## src/rtl/cfgp_pkg.sv

```systemverilog
// Package: register layout, write masks, reset values and forced bits of
// the configuration bank. All tables are indexed by offset from the base.
package cfgp_pkg;

    localparam int          NREG     = 14;      // configuration bytes
    localparam int          OFF_W    = 4;       // offset width
    localparam logic [7:0]  REG_BASE = 8'h20;   // first index
    localparam logic [7:0]  REG_HOLE = 8'h2C;   // unreachable index
    localparam logic [7:0]  IDX_IDLE = 8'hFF;   // index after a data access

    // Offsets whose contents drive outputs
    localparam int OFF_HALT  = 0;
    localparam int OFF_CACHE = 1;
    localparam int OFF_BIOS  = 2;
    localparam int OFF_SEG   = 3;
    localparam int OFF_LOW   = 6;
    localparam int OFF_EXT   = 13;

    // Writable bits of each register
    function automatic logic [7:0] wmask(input int off);
        case (off)
            0:       return 8'h3F;
            4:       return 8'hF7;
            8:       return 8'hE3;
            10:      return 8'hFB;
            12:      return 8'h00;
            default: return 8'hFF;
        endcase
    endfunction

    // Value loaded by reset
    function automatic logic [7:0] rst_val(input int off);
        case (off)
            2:       return 8'h84;
            4:       return 8'h87;
            5:       return 8'hF0;
            7:       return 8'hD1;
            8:       return 8'h80;
            9:       return 8'h10;
            10:      return 8'h80;
            11:      return 8'h10;
            13:      return 8'h40;
            default: return 8'h00;
        endcase
    endfunction

    // Bits that every write sets
    function automatic logic [7:0] force_set(input int off);
        return (off == 10) ? 8'h04 : 8'h00;
    endfunction

    // Registers whose write asks for a shadow-map recalculation
    function automatic logic is_remap(input int off);
        return (off == OFF_BIOS) || (off == OFF_SEG) ||
               (off == OFF_LOW)  || (off == OFF_EXT);
    endfunction

    // Decoded port hits of one bus cycle
    typedef struct packed {
        logic idx_wr;    // write to the index port
        logic data_rd;   // read of the data port
        logic data_wr;   // write to the data port
        logic scr_hit;   // access to either scratch byte
        logic scr_hi;    // scratch byte 1 selected
        logic scr_wr;    // write to a scratch byte
    } port_hit_t;

endpackage

```

## src/rtl/cfgp_decode.sv

```systemverilog
// Address decoder: turns address and strobes into per-port hits.
// Assumes at most one access per cycle per strobe and full address decode.
module cfgp_decode
    import cfgp_pkg::*;
#(
    parameter int              ADDR_W   = 16,
    parameter logic [ADDR_W-1:0] IDX_PORT = 16'h0022,
    parameter logic [ADDR_W-1:0] DAT_PORT = 16'h0024,
    parameter logic [ADDR_W-1:0] SCR_HI   = 16'h00E1,
    parameter logic [ADDR_W-1:0] SCR_LO   = 16'h00E2
) (
    input  logic [ADDR_W-1:0] addr,
    input  logic              rd,
    input  logic              wr,
    output port_hit_t         hit
);
    // Compare the address against each port
    always_comb begin
        hit.idx_wr  = wr && (addr == IDX_PORT);
        hit.data_rd = rd && (addr == DAT_PORT);
        hit.data_wr = wr && (addr == DAT_PORT);
        hit.scr_hi  = (addr == SCR_HI);
        hit.scr_hit = hit.scr_hi || (addr == SCR_LO);
        hit.scr_wr  = wr && hit.scr_hit;
    end
endmodule

```

## src/rtl/cfgp_index.sv

```systemverilog
// Index latch: loaded by index-port writes, returned to idle by any
// data-port access. Also reports whether the index selects a register.
// Assumes an index write and a data access never share a cycle.
module cfgp_index
    import cfgp_pkg::*;
(
    input  logic             clk,
    input  logic             rst_n,
    input  logic             idx_wr,
    input  logic             data_acc,
    input  logic [7:0]       wdata,
    output logic [7:0]       idx,
    output logic             sel_ok,
    output logic [OFF_W-1:0] sel_off
);
    logic [7:0] rel;

    // Hold the index; data accesses park it at the idle value
    always_ff @(posedge clk) begin
        if (!rst_n)        idx <= IDX_IDLE;
        else if (idx_wr)   idx <= wdata;
        else if (data_acc) idx <= IDX_IDLE;
    end

    // Range check against the register window, skipping the hole
    always_comb begin
        rel     = idx - REG_BASE;
        sel_ok  = (rel < 8'(NREG)) && (idx != REG_HOLE);
        sel_off = rel[OFF_W-1:0];
    end

    a_r1_index_load: assert property (@(posedge clk) disable iff (!rst_n)
        (rst_n && idx_wr) |=> (idx == $past(wdata)));
    a_r3_index_idle: assert property (@(posedge clk) disable iff (!rst_n)
        (rst_n && data_acc && !idx_wr) |=> (idx == IDX_IDLE));
    a_r2_hole_blocked: assert property (@(posedge clk) disable iff (!rst_n)
        (idx == REG_HOLE) |-> !sel_ok);
endmodule

```

## src/rtl/cfgp_bank.sv

```systemverilog
// Register bank: fourteen masked configuration bytes with per-register
// reset values, a forced bit, a read mux and the recalculate pulse.
// Assumes wr_en is already qualified by a valid index.
module cfgp_bank
    import cfgp_pkg::*;
(
    input  logic             clk,
    input  logic             rst_n,
    input  logic             wr_en,
    input  logic [OFF_W-1:0] off,
    input  logic [7:0]       wdata,
    output logic [7:0]       rd_byte,
    output logic             halt_bit,
    output logic             cache_bit,
    output logic [7:0]       bios_q,
    output logic [7:0]       seg_q,
    output logic [7:0]       low_q,
    output logic [7:0]       ext_q,
    output logic             remap_pulse
);
    logic [7:0] regs [NREG];

    for (genvar g = 0; g < NREG; g++) begin : g_reg
        localparam int I = g;
        // One configuration byte: masked store plus forced bits
        always_ff @(posedge clk) begin
            if (!rst_n)
                regs[I] <= rst_val(I);
            else if (wr_en && (off == OFF_W'(I)))
                regs[I] <= (wdata & wmask(I)) | force_set(I);
        end

        a_r4_masked_zero: assert property (@(posedge clk) disable iff (!rst_n)
            ((regs[I] & ~(wmask(I) | force_set(I))) == 8'h00));
        a_r2_hold: assert property (@(posedge clk) disable iff (!rst_n)
            (rst_n && !(wr_en && (off == OFF_W'(I)))) |=> $stable(regs[I]));
    end

    // Read mux over the selected offset
    always_comb begin
        rd_byte = 8'hFF;
        for (int i = 0; i < NREG; i++)
            if (off == OFF_W'(i)) rd_byte = regs[i];
    end

    // Decoded controls and raw shadow bytes
    always_comb begin
        halt_bit  = ~regs[OFF_HALT][1];
        cache_bit = regs[OFF_CACHE][4];
        bios_q    = regs[OFF_BIOS];
        seg_q     = regs[OFF_SEG];
        low_q     = regs[OFF_LOW];
        ext_q     = regs[OFF_EXT];
    end

    // One-cycle pulse after a write to a shadow-related register
    always_ff @(posedge clk) begin
        if (!rst_n) remap_pulse <= 1'b0;
        else        remap_pulse <= wr_en && is_remap(int'(off));
    end

    a_r5_forced_bit: assert property (@(posedge clk) disable iff (!rst_n)
        (rst_n && wr_en && (off == OFF_W'(10))) |=> regs[10][2]);
    a_r10_pulse_after_write: assert property (@(posedge clk) disable iff (!rst_n)
        (rst_n && wr_en && is_remap(int'(off))) |=> remap_pulse);
    a_r10_pulse_single: assert property (@(posedge clk) disable iff (!rst_n)
        remap_pulse |=> !remap_pulse);
endmodule

```

## src/rtl/cfgp_scratch.sv

```systemverilog
// Scratch pair: two plain read/write bytes selected by the decoder.
// Assumes the decoder qualifies the write strobe with the address.
module cfgp_scratch (
    input  logic       clk,
    input  logic       rst_n,
    input  logic       wr,
    input  logic       sel_hi,
    input  logic [7:0] wdata,
    output logic [7:0] rd_byte
);
    logic [7:0] byte_q [2];

    for (genvar g = 0; g < 2; g++) begin : g_scr
        // Store one scratch byte
        always_ff @(posedge clk) begin
            if (!rst_n)                       byte_q[g] <= 8'hFF;
            else if (wr && (sel_hi == g[0]))  byte_q[g] <= wdata;
        end
        a_r8_scratch_hold: assert property (@(posedge clk) disable iff (!rst_n)
            (rst_n && !(wr && (sel_hi == g[0]))) |=> $stable(byte_q[g]));
    end

    // Select the addressed byte
    always_comb rd_byte = sel_hi ? byte_q[1] : byte_q[0];
endmodule

```

## src/rtl/cfg_port_bank.sv

```systemverilog
// Top: index/data configuration port with scratch bytes. Combines the
// decoder, index latch, register bank and scratch pair, and forms the
// combinational read data. Assumes one bus access per cycle.
module cfg_port_bank
    import cfgp_pkg::*;
#(
    parameter int ADDR_W = 16
) (
    input  logic              clk,
    input  logic              rst_n,
    input  logic [ADDR_W-1:0] io_addr,
    input  logic [7:0]        io_wdata,
    input  logic              io_rd,
    input  logic              io_wr,
    output logic [7:0]        io_rdata,
    output logic              halt_reset_en,
    output logic              ext_cache_en,
    output logic [7:0]        shd_bios_ctl,
    output logic [7:0]        shd_seg_en,
    output logic [7:0]        shd_low_ctl,
    output logic [7:0]        shd_ext_ctl,
    output logic              remap_pulse
);
    port_hit_t        hit;
    logic [7:0]       idx;
    logic             sel_ok;
    logic [OFF_W-1:0] sel_off;
    logic [7:0]       bank_rd;
    logic [7:0]       scr_rd;
    logic             bank_wr;

    cfgp_decode #(
        .ADDR_W   (ADDR_W),
        .IDX_PORT (ADDR_W'(16'h0022)),
        .DAT_PORT (ADDR_W'(16'h0024)),
        .SCR_HI   (ADDR_W'(16'h00E1)),
        .SCR_LO   (ADDR_W'(16'h00E2))
    ) u_dec (
        .addr (io_addr),
        .rd   (io_rd),
        .wr   (io_wr),
        .hit  (hit)
    );

    cfgp_index u_idx (
        .clk      (clk),
        .rst_n    (rst_n),
        .idx_wr   (hit.idx_wr),
        .data_acc (hit.data_rd || hit.data_wr),
        .wdata    (io_wdata),
        .idx      (idx),
        .sel_ok   (sel_ok),
        .sel_off  (sel_off)
    );

    // Only a data write under a valid index reaches the bank
    always_comb bank_wr = hit.data_wr && sel_ok;

    cfgp_bank u_bank (
        .clk         (clk),
        .rst_n       (rst_n),
        .wr_en       (bank_wr),
        .off         (sel_off),
        .wdata       (io_wdata),
        .rd_byte     (bank_rd),
        .halt_bit    (halt_reset_en),
        .cache_bit   (ext_cache_en),
        .bios_q      (shd_bios_ctl),
        .seg_q       (shd_seg_en),
        .low_q       (shd_low_ctl),
        .ext_q       (shd_ext_ctl),
        .remap_pulse (remap_pulse)
    );

    cfgp_scratch u_scr (
        .clk     (clk),
        .rst_n   (rst_n),
        .wr      (hit.scr_wr),
        .sel_hi  (hit.scr_hi),
        .wdata   (io_wdata),
        .rd_byte (scr_rd)
    );

    // Read data: valid register, scratch byte, else all ones
    always_comb begin
        if (hit.data_rd && sel_ok)     io_rdata = bank_rd;
        else if (io_rd && hit.scr_hit) io_rdata = scr_rd;
        else                           io_rdata = 8'hFF;
    end

    a_r11_idle_read: assert property (@(posedge clk) disable iff (!rst_n)
        !io_rd |-> (io_rdata == 8'hFF));
    a_r2_invalid_read: assert property (@(posedge clk) disable iff (!rst_n)
        (hit.data_rd && !sel_ok) |-> (io_rdata == 8'hFF));
    a_r1_index_read: assert property (@(posedge clk) disable iff (!rst_n)
        (io_rd && (io_addr == ADDR_W'(16'h0022))) |-> (io_rdata == 8'hFF));
    a_r7_idx_untouched_by_scratch: assert property (@(posedge clk) disable iff (!rst_n)
        (rst_n && hit.scr_hit) |=> $stable(idx));
endmodule

```

## config.mk

```make
export PLATFORM = sky130hd
export DESIGN_NAME = cfg_port_bank
export DESIGN_NICKNAME = d
export VERILOG_FILES = /design/src/rtl/cfgp_pkg.sv /design/src/rtl/cfgp_decode.sv /design/src/rtl/cfgp_index.sv /design/src/rtl/cfgp_bank.sv /design/src/rtl/cfgp_scratch.sv /design/src/rtl/cfg_port_bank.sv
export SDC_FILE = /design/constraint.sdc
export NUM_CORES = 1
export LEC_CHECK = 0
export CAP_MARGIN = 20
export CORE_MARGIN = 2
export CORE_UTILIZATION = 56
export DETAILED_ROUTE_END_ITERATION = 8
export PLACE_DENSITY = 0.78
export SETUP_SLACK_MARGIN = 0.2
export SYNTH_ARGS = -nofsm -noshare
export SYNTH_HDL_FRONTEND = slang
export SYNTH_SLANG_ARGS = --single-unit
```

## constraint.sdc

```tcl
create_clock -name clk -period 6.9 [get_ports clk]
set_input_delay 1.38 -clock clk [delete_from_list [all_inputs] [get_ports clk]]
set_output_delay 1.38 -clock clk [all_outputs]
set_load 0.005 [all_outputs]
```

==> impl_results.md, run 1 <==
- Setup Skew: 0.004427 ns
- Final Max Slew Viols: 0
- Share of layout cells above drive strength 1: 0.1040
- Initial antenna violation count: 0
- Pin count of the biggest net entering global routing: 39
- Sink Count: 123
- FF-to-FF setup slack: 3.64 ns
- Leak: 2.567 nW
- Worst R2R End: u_bank.regs[1][12]
- Most frequent cell after synthesis: edfxtp_1
- Max FO, Critical Path: 8
- Overflow after GRT: 0
- Fin crit share: 0.7892
- FFs w/ async S/R, synth: 0
- Worst-Margin Slew: 1.070 ns
- WHS Path Cells: 2
- Post-route minimum period: 5.446 ns
- Fin. Hold Viols: 0
- Setup bufs post-CTS: 0
- ANT nets after route: 0
- Yosys reg bits: 123
- HP Start: u_idx.idx[4]
- # DRC: 0
- Yosys warning count: 0
- Reg-to-reg startpoint: u_idx.idx[0]
- Global-route wire length before repair: 27140 um
- Core area: 10890 um2
- CP endpoint kind: primary output
- Post-synth EDFFs: 114
- Syn avg cell area: 10.52 um2
- CTS Buf Count: 17
- Max cap viols: 0
- Vias in the first global route: 5049
- Clock root buffer: clkbuf_8
- Non-Filler Instances: 784
- CP Launch Point: io_addr[9]
- Synth cell types: 56
- Pre-CTS setup slack: 1.470 ns
- Kind of critical path: in -> out
- Final Util: 0.6810
- DPL Wire Length: 11780 um
- Die height: 109.6 um
- Initial Util: 0.5740
- Clock latency on the worst-skew pair: 0.53 ns
- P&R area growth vs syn: 18.64%
- Placed instance count: 742
- CP arrival: 4.07 ns
- RSZ-0062 raised after global routing: no
- Register cell area after layout: 3605 um2
- CTS tree: yes
- Synth Flop Type: edfxtp_1
- Drt total wl: 17670 um
- Die area: 12020 um2
- Total track usage: 0.3137
- Post-CTS Resized: 0
- Area occupied by multi-input gates: 2223 um2
- Synth cell count leaders: edfxtp_1 (114), nor2_1 (111), nand2_1 (45)
- Synth area leaders: edfxtp_1 (55%), nor2_1 (6.7%), buf_4 (3.8%), o21ai_0 (3.5%), dfxtp_1 (2.9%)
- Slew headroom: 0.2791
- Worst hold path endpoint: u_idx.idx[4]
- Top-Level Pins: 71
- Cell Area, Synth: 6250 um2
- # rows: 38
- Fmax: 0.1836 GHz
- Fillers: 819
- Finish-stage setup viols: 0
- Startpoint Class: primary input
- Vias: 5123
- Synth area leader: edfxtp_1
- CTS Buffer Depth: 2
- # diodes: 0
- DRT iter0 DRCs: 700
- Register area share after synthesis: 0.5766
- Clock-pin slew on the worst setup and hold paths: 0.06 ns
- Power Density: 241.9 nW/um2
- Final GP Congestion: 0.9189
- Chip Width: 109.6 um
- Layout Nets: 660
- H-tree lvl count: 4
- Drt first pass iters: 5
- Reg2reg path depth: 6
- Vias per cell: 6.534
- Share of the synthesized area in the top cell type: 0.5477
- Post-synthesis cell count: 594
- Min-Delay Path Class: reg -> reg
- Syn Nets: 623
- I/O Buffers: 70
- Fin worst setup slack: 1.454 ns
- Wire per inst: 22.53 um
- Post-route setup TNS: 0 ns
- Outcome: finished clean
- Peak supply drop: 0.1654 mV
- Hold_buf cts: 0
- Data required time of the worst path: 5.52 ns
[layout make-up]
| type | instances | area share |
|---|---|---|
| flip-flops and latches | 123 | 0.4862 |
| multi-input cells | 394 | 0.2999 |
| repair buffers | 86 | 0.1077 |
| clock buffers | 21 | 0.05788 |
| well taps | 140 | 0.02362 |
| clock inverters | 11 | 0.02025 |
| inverters | 9 | 0.004556 |
[placed cells by master, fill, tap and decap left out, drive strengths merged, types with 7 or more instances in the layout]
master	netlist	final
edfxtp	114	114
nor2	114	114
clkdlybuf4s50	0	70
nand2	45	45
o21ai	44	44
clkbuf	24	24
a21oi	22	22
or2	19	19
mux2i	15	15
nand3	13	13
buf	44	13
nor2b	10	10
or3	10	10
nor3	9	9
dfxtp	9	9
clkinv	2	9
inv	7	7
a32oi	7	7
[routing by layer]
metal | global-route usage | wire (um) | up-vias | part of all wire
met5 | 0 | 0 | - | 0
met4 | 0.1844 | 1013 | 0 | 0.057
met3 | 0.09188 | 2161 | 92 | 0.12
met2 | 0.4722 | 8249 | 435 | 0.47
met1 | 0.4041 | 6241 | 2391 | 0.35
li1 | - | - | 2205 | -
[kinds of logic after synthesis]
family          share of synthesized area
simple gates                       0.1942
fa+ha+maj                        0.002002
compound gates                     0.1219
mux                               0.03483
buf+inv                           0.06767
xor+xnor                         0.002803
flops                              0.5766
[state kept, by name (all words and copies together), names as in the netlist]
register and count:
u_scr.byte_q 16, u_bank.regs 98, u_bank.remap_pulse 1, u_idx.idx 8
[report_power, final]
| part | switching [mW] | internal, mW | leakage, nW |
|---|---|---|---|
| Combinational | 0.0321 | 0.0320 | 1.11 |
| Sequential | 0.00952 | 0.833 | 1.18 |
| Clock | 0.308 | 0.579 | 0.284 |
| Total | 0.349 | 1.44 | 2.57 |
[critical path, cell delays in order]
cell	delay [ns]
clkdlybuf4s50_1	0.40
or4_1	0.53
nor2_1	0.18
nand4_2	0.16
nor4b_2	0.68
a22oi_1	0.22
clkdlybuf4s50_1	0.51
[worst max-delay path by stage]
| stage | end | slack [ns] | cells after the start |
|---|---|---|---|
| detailed placement | io_rdata[1] | 1.47 | 7 |
| floorplan | io_rdata[1] | 2.62 | 5 |
| finish | io_rdata[1] | 1.45 | 7 |
| global route | io_rdata[1] | 1.27 | 7 |
| CTS | io_rdata[5] | 1.47 | 7 |
| global placement | io_rdata[1] | 1.59 | 7 |
[per-stage QoR]
stage          instance area, um2  total power [mW]  hold slack [ns]
6_report                     7415             1.794           0.5289
5_1_grt                      7415             1.829           0.5939
4_1_cts                      7362             1.788           0.5304
3_5_place_dp                 6783            0.9180           0.5216
3_3_place_gp                 6783            0.9156           0.5074
2_1_floorplan                6250            0.8815           0.4873
Note: power is estimated with default switching activity, not from simulation.
==> inputs of run 2 (changes only) <==
--- a/config.mk
+++ b/config.mk
@@ -7,9 +7,9 @@
 export LEC_CHECK = 0
 export CAP_MARGIN = 20
 export CORE_MARGIN = 2
-export CORE_UTILIZATION = 56
+export CORE_UTILIZATION = 51
 export DETAILED_ROUTE_END_ITERATION = 8
-export PLACE_DENSITY = 0.78
+export PLACE_DENSITY = 0.74
 export SETUP_SLACK_MARGIN = 0.2
 export SYNTH_ARGS = -nofsm -noshare
 export SYNTH_HDL_FRONTEND = slang
==> constraint.sdc (replaced) <==
create_clock -name clk -period 4.4 [get_ports clk]
set_input_delay 0.88 -clock clk [delete_from_list [all_inputs] [get_ports clk]]
set_output_delay 0.88 -clock clk [all_outputs]
set_load 0.005 [all_outputs]
==> run 2 against run 1 <==
Critical path depth is 1 higher; cell count is 3.7% higher; worst setup slack worse by 1.2 ns; worst hold slack better by 0.0049 ns; global-route usage is 2.8 points lower; routed wire length is 2.1% higher; via count is 0.55% higher; sequential power is 57% higher; largest cell class unchanged; largest power group unchanged.
==> impl_results.md, run 2 (same netlist as run 1, synthesis figures left out) <==
- Most frequent cells in the layout: edfxtp_1 (114), nor2_1 (110), clkdlybuf4s50_1 (66) (was edfxtp_1 (114), nor2_1 (111), clkdlybuf4s50_1 (70))
- DPL Wire Length: 12620 um (was 11780 um)
- Fin crit share: 0.9468
- Worst hold path endpoint: u_idx.idx[4] (unchanged)
- Chip Width: 114.7 um (was 109.6 um)
- I/O Buffers: 70 (unchanged)
- Slew headroom: 0.4793 (was 0.2791)
- DRT iter0 DRCs: 783 (was 700)
- Biggest regs: u_bank.regs x98, u_scr.byte_q x16, u_idx.idx x8 (unchanged)
- Reg-to-reg startpoint: u_idx.idx[5] (was u_idx.idx[0])
- Peak supply drop: 0.2788 mV (was 0.1654 mV)
- Max cap viols: 0 (unchanged)
- RSZ-0062 raised after global routing: yes (was no)
- Layout Nets: 682 (was 660)
- # rows: 40 (was 38)
- Vias per cell: 6.336 (was 6.534)
- Worst R2R End: u_bank.regs[0][21] (was u_bank.regs[1][12])
- Drt first pass iters: 6 (was 5)
- Fmax: 0.2400 GHz
- Die area: 13160 um2 (was 12020 um2)
- CP endpoint kind: primary output (unchanged)
- Initial antenna violation count: 0 (unchanged)
- # DRC: 0 (unchanged)
- Kind of critical path: in -> out (unchanged)
- Clock share of power: 0.493 (was 0.494)
- Leak: 2.656 nW (was 2.567 nW)
- Wire per inst: 22.19 um (was 22.53 um)
- Final Max Slew Viols: 0 (unchanged)
- Global-route wire length before repair: 27860 um (was 27140 um)
- Internal power: 2.244 mW (was 1.444 mW)
- CTS tree: yes (unchanged)
- Overflow after GRT: 0 (unchanged)
- FF-to-FF setup slack: 1.76 ns (was 3.64 ns)
- ANT nets after route: 0 (unchanged)
- Hold_buf cts: 0 (unchanged)
- Finish-stage setup viols: 0 (unchanged)
- Seq pwr share: 0.469 (was 0.470)
- Clock-pin slew on the worst setup and hold paths: 0.05 ns (was 0.06 ns)
- Initial Util: 0.5203 (was 0.5740)
- Core area: 12010 um2 (was 10890 um2)
- Design Power: 2.818 mW (was 1.794 mW)
- Clock latency on the worst-skew pair: 0.42 ns (was 0.53 ns)
- Setup Skew: 0.006089 ns (was 0.004427 ns)
- Drt total wl: 18040 um (was 17670 um)
- Pin count of the biggest net entering global routing: 31 (was 39)
- Post-route minimum period: 4.166 ns
- Switching Fraction: 0.2036 (was 0.1948)
- Sink Count: 123 (unchanged)
- Vias: 5151 (was 5123)
- Gate power share: 0.038 (was 0.036)
- Post-route setup TNS: 0 ns (unchanged)
- Top-Level Pins: 71 (unchanged)
- Clock root buffer: clkbuf_16 (was clkbuf_8)
- Outcome: finished clean (unchanged)
- Startpoint Class: primary input (unchanged)
- Power Density: 368.8 nW/um2 (was 241.9 nW/um2)
- Vias in the first global route: 4960 (was 5049)
- CTS Buf Count: 17 (unchanged)
- Most flops, register: u_bank.regs (unchanged)
- Most common cell after layout, fill and taps aside: edfxtp_1 (unchanged)
- CTS Buffer Depth: 2 (unchanged)
- WHS Path Cells: 2 (unchanged)
- # diodes: 0 (unchanged)
- HP Start: u_idx.idx[4] (unchanged)
- Min-Delay Path Class: reg -> reg (unchanged)
- Largest register FFs: 98 (unchanged)
- Total track usage: 0.2859 (was 0.3137)
- Data required time of the worst path: 3.52 ns (was 5.52 ns)
- NetSw: 0.5738 mW (was 0.3494 mW)
- Reg2reg path depth: 8 (was 6)
- Worst-Margin Slew: 0.7792 ns (was 1.070 ns)
- Share of layout cells above drive strength 1: 0.1441 (was 0.1040)
- Die height: 114.7 um (was 109.6 um)
- Max FO, Critical Path: 7 (was 8)
- Final GP Congestion: 0.9670 (was 0.9189)
- H-tree lvl count: 4 (unchanged)
- Fin. Hold Viols: 0 (unchanged)
- CP arrival: 3.29 ns (was 4.07 ns)
- P&R area growth vs syn: 22.24% (was 18.64%)
==> run 2: worst max path at each step <==
stage                      from     endpoint  slack, ns  cells past startpoint
detailed placement   io_addr[9]  io_rdata[3]       0.03                      8
floorplan            io_addr[9]  io_rdata[1]       1.12                      5
CTS                 io_addr[13]  io_rdata[5]       0.21                      8
global route         io_addr[8]  io_rdata[5]       0.13                      8
global placement    io_addr[13]  io_rdata[1]       0.11                      8
finish               io_addr[9]  io_rdata[5]       0.23                      8
==> run 2: power by group through the flow <==
stage          Clock [mW]  Sequential, mW  Combinational [mW]
2_1_floorplan           0            1.34              0.0439
3_3_place_gp            0            1.34               0.103
3_5_place_dp            0            1.34               0.106
4_1_cts              1.38            1.32               0.107
5_1_grt              1.44            1.32               0.114
6_report             1.39            1.32               0.107
==> run 2: final cells by class <==
class / count / area, um2
inverters: 9 / 33.78
clock inverters: 13 / 151.4
flip-flops and latches: 123 / 3606
fillers: 939 / 4372
repair buffers: 108 / 988.4
well taps: 147 / 183.9
clock buffers: 19 / 432.9
multi-input cells: 394 / 2243
==> run 2: layer usage <==
layer	track usage	routed length, um	share of wire	vias up
met5	0	0	0	-
met4	0.1261	672	0.037	0
met3	0.06723	1962	0.11	64
met2	0.4485	8420	0.47	398
met1	0.3828	6988	0.39	2441
li1	-	-	-	2248
==> run 2: what timing repair did <==
item,in CTS,in global routing
gates resized for setup,5,5
setup buffers,1,2
setup endpoints to repair,6,6
pin swaps,2,0
==> run 2: through the flow <==
stage / utilization / setup slack (ns) / hold slack, ns / area [um2] / cells
2_1_floorplan: - / 1.117 / 0.4873 / 6250 / 594
3_3_place_gp: 0.5835 / 0.1117 / 0.5116 / 7009 / 778
3_5_place_dp: 0.5835 / 0.03079 / 0.5105 / 7009 / 778
4_1_cts: 0.6334 / 0.2133 / 0.5295 / 7609 / 811
5_1_grt: 0.6360 / 0.1340 / 0.5756 / 7640 / 813
6_report: 0.6360 / 0.2339 / 0.5339 / 7640 / 813
==> run 2: critical path: stages <==
cell and delay [ns]:
clkdlybuf4s50_1 0.41, or4_1 0.55, nor2_2 0.17, nand4_4 0.12, or2_4 0.30, mux2i_1 0.13, a22oi_1 0.19, clkdlybuf4s50_1 0.53
==> inputs of run 3 (changes only) <==
--- a/config.mk
+++ b/config.mk
@@ -5,7 +5,6 @@
 export SDC_FILE = /design/constraint.sdc
 export NUM_CORES = 1
 export LEC_CHECK = 0
-export CAP_MARGIN = 20
 export CORE_MARGIN = 2
 export CORE_UTILIZATION = 51
 export DETAILED_ROUTE_END_ITERATION = 8
==> results of run 3 <==
No change in the layout: final DEF, timing and power equal those of run 2.
